File: src/rtl/rf_pkg.sv
package rf_pkg;
  localparam int unsigned KIND_W = 2;
  localparam int unsigned N_KIND = 3;
  localparam int unsigned LAT_W  = 12;
  localparam int unsigned EVT_W  = 16;
  localparam int unsigned CNT_W  = 16;

  typedef enum logic [KIND_W-1:0] {
    KIND_LOAD   = 2'd0,
    KIND_STORE  = 2'd1,
    KIND_BRANCH = 2'd2,
    KIND_OTHER  = 2'd3
  } kind_e;

  // fixed event bit positions
  localparam int unsigned EV_RETIRED  = 1;
  localparam int unsigned EV_L1D_FILL = 3;
  localparam int unsigned EV_TLB_FILL = 5;
  localparam int unsigned EV_MISPRED  = 7;
  localparam int unsigned EV_UNALIGN  = 11;
endpackage

File: src/rtl/rf_match.sv
module rf_match #(
  parameter int unsigned KIND_W = rf_pkg::KIND_W,
  parameter int unsigned N_KIND = rf_pkg::N_KIND,
  parameter int unsigned LAT_W  = rf_pkg::LAT_W,
  parameter int unsigned EVT_W  = rf_pkg::EVT_W
) (
  input  logic [KIND_W-1:0] kind_i,
  input  logic [LAT_W-1:0]  lat_i,
  input  logic [EVT_W-1:0]  evt_i,
  input  logic [N_KIND-1:0] kind_en_i,
  input  logic [EVT_W-1:0]  evt_mask_i,
  input  logic [LAT_W-1:0]  min_lat_i,
  output logic              pass_o
);
  logic [N_KIND-1:0] kind_hit;
  logic type_ok, evt_ok, lat_ok;

  for (genvar t = 0; t < N_KIND; t++) begin : g_kind
    assign kind_hit[t] = kind_en_i[t] && (kind_i == KIND_W'(t));
  end

  always_comb begin
    type_ok = (kind_en_i == '0) || (|kind_hit);
    evt_ok  = ((evt_i & evt_mask_i) == evt_mask_i);
    lat_ok  = (min_lat_i == '0) || (lat_i >= min_lat_i);
    pass_o  = type_ok && evt_ok && lat_ok;
  end
endmodule

File: src/rtl/rf_sat_cnt.sv
module rf_sat_cnt #(
  parameter int unsigned W = rf_pkg::CNT_W
) (
  input  logic         clk_i,
  input  logic         rst_ni,
  input  logic         inc_i,
  output logic [W-1:0] cnt_o
);
  localparam logic [W-1:0] MAX = '1;

  always_ff @(posedge clk_i or negedge rst_ni) begin
    if (!rst_ni)                     cnt_o <= '0;
    else if (inc_i && cnt_o != MAX)  cnt_o <= cnt_o + 1'b1;
  end
endmodule

File: src/rtl/rf_hold.sv
module rf_hold #(
  parameter int unsigned DW = 30
) (
  input  logic          clk_i,
  input  logic          rst_ni,
  input  logic          load_i,
  input  logic [DW-1:0] data_i,
  input  logic          ready_i,
  output logic          valid_o,
  output logic [DW-1:0] data_o
);
  always_ff @(posedge clk_i or negedge rst_ni) begin
    if (!rst_ni) begin
      valid_o <= 1'b0;
      data_o  <= '0;
    end else if (load_i) begin
      valid_o <= 1'b1;
      data_o  <= data_i;
    end else if (ready_i) begin
      valid_o <= 1'b0;
    end
  end
endmodule

File: src/rtl/rec_filter.sv
module rec_filter
  import rf_pkg::*;
#(
  parameter int unsigned LW = LAT_W,
  parameter int unsigned EW = EVT_W,
  parameter int unsigned CW = CNT_W
) (
  input  logic              clk_i,
  input  logic              rst_ni,
  input  logic              in_valid_i,
  output logic              in_ready_o,
  input  logic [KIND_W-1:0] in_kind_i,
  input  logic [LW-1:0]     in_lat_i,
  input  logic [EW-1:0]     in_evt_i,
  input  logic [N_KIND-1:0] cfg_kind_en_i,
  input  logic [EW-1:0]     cfg_evt_mask_i,
  input  logic [LW-1:0]     cfg_min_lat_i,
  output logic              out_valid_o,
  input  logic              out_ready_i,
  output logic [KIND_W-1:0] out_kind_o,
  output logic [LW-1:0]     out_lat_o,
  output logic [EW-1:0]     out_evt_o,
  output logic              keep_o,
  output logic              drop_o,
  output logic [CW-1:0]     kept_cnt_o,
  output logic [CW-1:0]     drop_cnt_o
);
  localparam int unsigned DW = KIND_W + LW + EW;

  logic pass, acc, acc_keep, acc_drop;
  logic [DW-1:0] hold_q;

  assign in_ready_o = !out_valid_o;
  assign acc        = in_valid_i && in_ready_o;
  assign acc_keep   = acc && pass;
  assign acc_drop   = acc && !pass;

  rf_match #(.KIND_W(KIND_W), .N_KIND(N_KIND), .LAT_W(LW), .EVT_W(EW)) u_match (
    .kind_i     (in_kind_i),
    .lat_i      (in_lat_i),
    .evt_i      (in_evt_i),
    .kind_en_i  (cfg_kind_en_i),
    .evt_mask_i (cfg_evt_mask_i),
    .min_lat_i  (cfg_min_lat_i),
    .pass_o     (pass)
  );

  always_ff @(posedge clk_i or negedge rst_ni) begin
    if (!rst_ni) begin
      keep_o <= 1'b0;
      drop_o <= 1'b0;
    end else begin
      keep_o <= acc_keep;
      drop_o <= acc_drop;
    end
  end

  rf_hold #(.DW(DW)) u_hold (
    .clk_i   (clk_i),
    .rst_ni  (rst_ni),
    .load_i  (acc_keep),
    .data_i  ({in_kind_i, in_lat_i, in_evt_i}),
    .ready_i (out_ready_i),
    .valid_o (out_valid_o),
    .data_o  (hold_q)
  );

  assign {out_kind_o, out_lat_o, out_evt_o} = hold_q;

  rf_sat_cnt #(.W(CW)) u_kept_cnt (
    .clk_i (clk_i), .rst_ni(rst_ni), .inc_i(acc_keep), .cnt_o(kept_cnt_o)
  );
  rf_sat_cnt #(.W(CW)) u_drop_cnt (
    .clk_i (clk_i), .rst_ni(rst_ni), .inc_i(acc_drop), .cnt_o(drop_cnt_o)
  );
endmodule

File: config.mk
export PLATFORM = sky130hd
export DESIGN_NAME = rec_filter
export DESIGN_NICKNAME = d
export VERILOG_FILES = /design/src/rtl/rf_pkg.sv /design/src/rtl/rf_match.sv /design/src/rtl/rf_sat_cnt.sv /design/src/rtl/rf_hold.sv /design/src/rtl/rec_filter.sv
export SDC_FILE = /design/constraint.sdc
export NUM_CORES = 1
export LEC_CHECK = 0
export ABC_AREA = 1
export CAP_MARGIN = 0
export CORE_ASPECT_RATIO = 0.75
export CORE_UTILIZATION = 49
export CTS_CLUSTER_DIAMETER = 40
export CTS_CLUSTER_SIZE = 40
export DETAILED_ROUTE_END_ITERATION = 12
export PLACE_DENSITY = 0.89
export SYNTH_ARGS = -nofsm -noshare
export SYNTH_HDL_FRONTEND = slang
export SYNTH_SLANG_ARGS = --single-unit
File: constraint.sdc
create_clock -name clk_i -period 3.2 [get_ports clk_i]
set_input_delay 0.48 -clock clk_i [delete_from_list [all_inputs] [get_ports clk_i]]
set_output_delay 0.48 -clock clk_i [all_outputs]
set_load 0.01 [all_outputs]
# ---- Word-level counts from Yosys, hierarchy flattened
# Index checks and enable logic that the tools add are counted.
# Widths: inputs -> output; s select.
dict set report word_totals {
  reg_bits 65
  input_bits 65
  out_inout_bits 66
  word_cells 36
}
dict set report op_classes {
  addsub 2
  order_cmp 1
  eq_ne 5
  muxes 2
  n_bitwise 1
  reduce_logical 19
}
# operator n
set op_table {}
lappend op_table {{$add 16x1->16 const B} 2}
lappend op_table {{$ne 16x16->1 const B} 2}
lappend op_table {{$and 16x16->16} 1}
lappend op_table {{$eq 16x16->1} 1}
lappend op_table {{$ge 12x12->1} 1}
lappend op_table {{$logic_not 12->1} 1}
lappend op_table {{$logic_and 1x1->1} 10}
lappend op_table {{$logic_not 3->1} 1}
lappend op_table {{$reduce_or 3->1} 1}
lappend op_table {{$eq 2x1->1 const B} 1}
lappend op_table {{$eq 2x2->1 const B} 1}
lappend op_table {{$logic_not 1->1} 2}
lappend op_table {{$logic_not 2->1} 1}
lappend op_table {{$logic_or 1x1->1} 2}
lappend op_table {{$mux 1} 2}
lappend op_table {{$reduce_bool 2->1} 1}

# ---- Depth between registers and ports, before layout
dict set report depth {
  word_depth 9
  depth_mapped 16
  ltp_nobuf 15
}

# ---- By module
# A second synthesis with hierarchy kept.
dict set report hier_totals {
  hier_cells 546
  hier_area_um2 3902.5
}
# module n_inst cells_each area_each_um2 seq_area_each_um2
set by_module_without_submodules {}
lappend by_module_without_submodules {rf_sat_cnt 2 149 1058.5 400.4}
lappend by_module_without_submodules {rf_hold 1 131 1158.6 775.7}
lappend by_module_without_submodules {rf_match 1 110 555.5 0.0}
lappend by_module_without_submodules {rec_filter 1 7 71.3 50.0}

# ---- Least setup slack after synthesis
# No wires, ideal clock.
dict set report synth_path {
  path_kind {input port to flip-flop}
  from {input cfg_min_lat_i[11]}
  to {register u_drop_cnt.cnt_o[11]}
  setup_ns 0.117
  arrival_ns 1.822
  t_required_ns 3.083
  path_slack_ns 1.261
  path_stages 11
  n_path_buf 1
  cell_sequence {inv_1 -> ha_1 -> a21oi_1 -> o21ai_0 -> nor2_1 -> nand2_2 -> nand2_2 -> nand3_2 -> buf_6 -> nand2_1 -> nand2_1}
}
dict set report synth_via {
  elab_chain_cells 6
  elab_cells_between_ends 7
  classes_between {order compare: 1; reduce/logical: 6}
}
# item line_no
set synth_lines {}
lappend synth_lines {{from (decl)} rec_filter.sv:17} ;# input logic [LW-1:0] cfg_min_lat_i,
lappend synth_lines {{$ge 12x12->1 or $logic_not 12->1 (tied branches)} rf_match.sv:25} ;# lat_ok = (min_lat_i == '0) || (lat_i >= min_lat_i);
lappend synth_lines {{$logic_or 1x1->1 *} rf_match.sv:25}
lappend synth_lines {{$logic_and 1x1->1 *} rf_match.sv:26} ;# pass_o = type_ok && evt_ok && lat_ok;
lappend synth_lines {{$logic_not 1->1 *} rec_filter.sv:36} ;# assign acc_drop = acc && !pass;
lappend synth_lines {{$logic_and 1x1->1 *} rec_filter.sv:36}
lappend synth_lines {{$logic_and 1x1->1 *} rf_sat_cnt.sv:13} ;# else if (inc_i && cnt_o != MAX) cnt_o <= cnt_o + 1'b1;
lappend synth_lines {{to (signal assigned)} rf_sat_cnt.sv:13}
lappend synth_lines {{to (decl)} rf_sat_cnt.sv:7} ;# output logic [W-1:0] cnt_o
# Mark *: on every way between the ends. The rest lies on a longest branch, timed or not.
# A chain may end at the register's enable or synchronous reset.

# ---- Worst setup path after layout
dict set report layout_path {
  from {input cfg_min_lat_i[11]}
  to {register u_hold.data_o[12]}
}
dict set report layout_via {
  elab_chain_cells 4
  elab_cells_between_ends 5
  classes_between {order compare: 1; reduce/logical: 4}
}
# item line_no
set layout_lines {}
lappend layout_lines {{$ge 12x12->1 or $logic_not 12->1 (tied branches)} rf_match.sv:25}
lappend layout_lines {{$logic_or 1x1->1 *} rf_match.sv:25}
lappend layout_lines {{$logic_and 1x1->1 *} rf_match.sv:26}
lappend layout_lines {{$logic_and 1x1->1 *} rec_filter.sv:35} ;# assign acc_keep = acc && pass;
lappend layout_lines {{to (signal assigned)} rf_hold.sv:18} ;# data_o <= data_i;
lappend layout_lines {{to (decl)} rf_hold.sv:10} ;# output logic [DW-1:0] data_o
# Marked as above.

==> run summary <==
Peak VDD IR: 0.000219 V
Die W: 103 µm
RSZ-0062 raised after global routing: no
EDFF count, synth: 0
CP max stage cell: clkdlybuf4s50_1
Mux contribution to synthesized area: 0%
FF-to-FF path depth: 7
Crit start category: input pin
Cts repair resizes: 0
Synth unique cells: 28
Adder-Cell Fraction of Synth Area: 4.63%
Crit-path most repeated cell: o21ai_0
Total vias in the final route: 3695
Clk Latency, worst-skew pair: 0.34 ns
Port Buf Inserts: 130
Sequential area share after synthesis: 43.0%
Area Growth Syn to Fin: 40.9%
#FFs+latches synth: 65
Sink Count: 65
Most frequent cell after synthesis: nand2_1
Root Driver: clkbuf_8
HPWL after DPL: 7380 µm
Post-synthesis instance total: 493
Synth Area in Compound Gates: 3.74%
Final Setup Violations: 0
CTS tree: built
Total routed wirelength: 9910 µm
Simple-gate share of the synthesized area: 34.8%
Htree depth: 3
GRT Util Overall: 25.7%
Final TNS setup: 0 ns
Crit-path max FO: 43
Crit-path cells: clkdlybuf4s50_1, inv_1, ha_1, a21oi_1, o21ai_0, nor2_1, nand2_2, nand3_2, buf_4, o21ai_0
CP Depth: 10
1st-iter DRT viols: 121
# diodes: 0
Vias in the first global route: 3520
Crit path capture type: flip-flop
Worst Path Buf+Inv: 3
First-pass detailed-route iteration total: 5
Post-Synth XOR/XNOR Area: 6.25%
Max-cap violations: 0
Leak Pwr: 0.00264 µW
# DRC: 0
Post-CTS setup buffers: 0
Avg WL per Cell: 13.6 µm
Final hold vios: 0
Clock skew: 0.00761 ns
Rows: 27
Hold/Removal Path Class: in -> async
I/O pin count: 131
Peak Freq: 417 MHz
CP top delay family: buffers and inverters
Largest net degree at the start of global routing: 66
Mapped cell area: 0.00378 mm²
Final core occ: 72.1%
Largest family of logic cells by synthesized area: simple AND/OR/NAND/NOR gates
Layout cell share with drive strength beyond 1: 5.58%
First-pass GRT wire length: 16200 µm
WS Path Type: in -> reg
Routed Antenna Nets: 0
Max-slew headroom: 45.8%
Proportion of netlist area held by the largest area contributor: 43.0%
Pins Over Slew Limit: 0
Global placer's final weighted congestion: 0.877
Num CTS Buffers: 9
Main area contributors after synthesis: dfrtp_1 (43%), nand2_1 (18%), nand4_1 (6.1%), inv_1 (5.2%), ha_1 (4.6%)
Warnings from Yosys: 0
Area leader, netlist: dfrtp_1
CTS clock-pin slew for the worst setup and hold paths: 0.07 ns
Most frequent cells after synthesis: nand2_1 (185), dfrtp_1 (65), inv_1 (52)
Nets@finish: 702
Hold Buf Count CTS: 0
Critical Path RT: 3.40 ns
Gr ovfl total: 0
Tcrit/Tclk final: 74.9%
Power Density: 367 mW/mm²
Async S/R FF share, synth: 100%
Full die area: 0.00808 mm²
Synthesized net count: 572
Core area: 0.00740 mm²
Status: completed
Mapped Avg Cell Area: 7.68 µm²
Initial Utilization: 51.2%
Number of vias per cell: 5.08
Final min period: 2.40 ns
Synth Flop Type: dfrtp_1
Crit path DAT: 2.60 ns
Max stage delay on crit path: 0.46 ns
Worst Tran Pin Value: 0.814 ns
Die height: 78.1 µm
Initial antenna violation count: 0
Clock Path Buffers: 2
==> final timing paths <==
| check | endpoint | slack, ns | start |
|---|---|---|---|
| min reg2reg | u_hold.data_o[18] | 0.49 | u_hold.data_o[18] |
| min | u_drop_cnt.cnt_o[5] | 0.33 | rst_ni |
| max | u_hold.data_o[12] | 0.80 | cfg_min_lat_i[11] |
| min in group clk_i | u_hold.data_o[18] | 0.49 | u_hold.data_o[18] |
| max reg2reg | u_kept_cnt.cnt_o[13] | 1.09 | u_kept_cnt.cnt_o[0] |
| max in group asynchronous | u_hold.data_o[19] | 2.35 | rst_ni |
==> flip-flops by register name (all words and copies together) (netlist names) <==
name / count
u_kept_cnt.cnt_o: 16
drop_o: 1
keep_o: 1
u_hold.data_o: 30
u_drop_cnt.cnt_o: 16
u_hold.valid_o: 1
==> layer usage <==
layer	track usage, %	part of all wire [%]
met1	33.4	45
met3	5.52	6.5
met5	0	0
met4	7.04	1.4
met2	43.2	47
==> cell type report <==
class                   count  area [µm²]
well taps                 101         126
flip-flops and latches     65        1630
clock inverters             4        45.0
multi-input cells         359        1870
repair buffers            135        1330
inverters                  53         199
clock buffers              11         131
fillers                   565        2060
==> kinds of logic (layout without fill, tap and decap cells) <==
kind of cell               Yosys count  count (layout)
and+or+nand+nor                    291             291
buffers and inverters               69             203
DFF                                 65              65
AOI/OAI and AO/OA                   27              27
xor gates and xnor gates            27              27
adders and majority gates           14              14
==> where the power goes <==
| part | leakage, µW | switching [µW] | internal [µW] |
|---|---|---|---|
| Clock | 0.0000929 | 305 | 352 |
| Sequential | 0.000897 | 59.9 | 864 |
| Combinational | 0.00165 | 168 | 209 |
==> metrics by stage <==
step	cell area (µm²)	hold WS [ns]	setup WS, ns	power [µW]	std cells
4_1_cts	5330	0.347	0.822	1970	728
5_1_grt	5330	0.394	0.590	2050	728
3_3_place_gp	5160	0.464	0.583	1290	713
3_5_place_dp	5160	0.469	0.467	1310	713
6_report	5330	0.326	0.802	1960	728
2_1_floorplan	3780	0.184	1.26	1080	493
==> cell usage in the layout, fill, tap and decap left out, types with 2 or more instances in the layout <==
cell type	instances
a21oi_1	4
buf_4	5
clkbuf_1	2
clkbuf_8	9
clkdlybuf4s50_1	129
clkinv_2	3
dfrtp_1	65
ha_1	14
inv_1	52
nand2_1	185
nand2_2	3
nand3_1	16
nand3_2	4
nand4_1	37
nor2_1	33
nor2_4	2
nor3_1	6
o21ai_0	17
o21ai_1	4
xnor2_1	14
xor2_1	13
(Power assumes the default switching activity.)
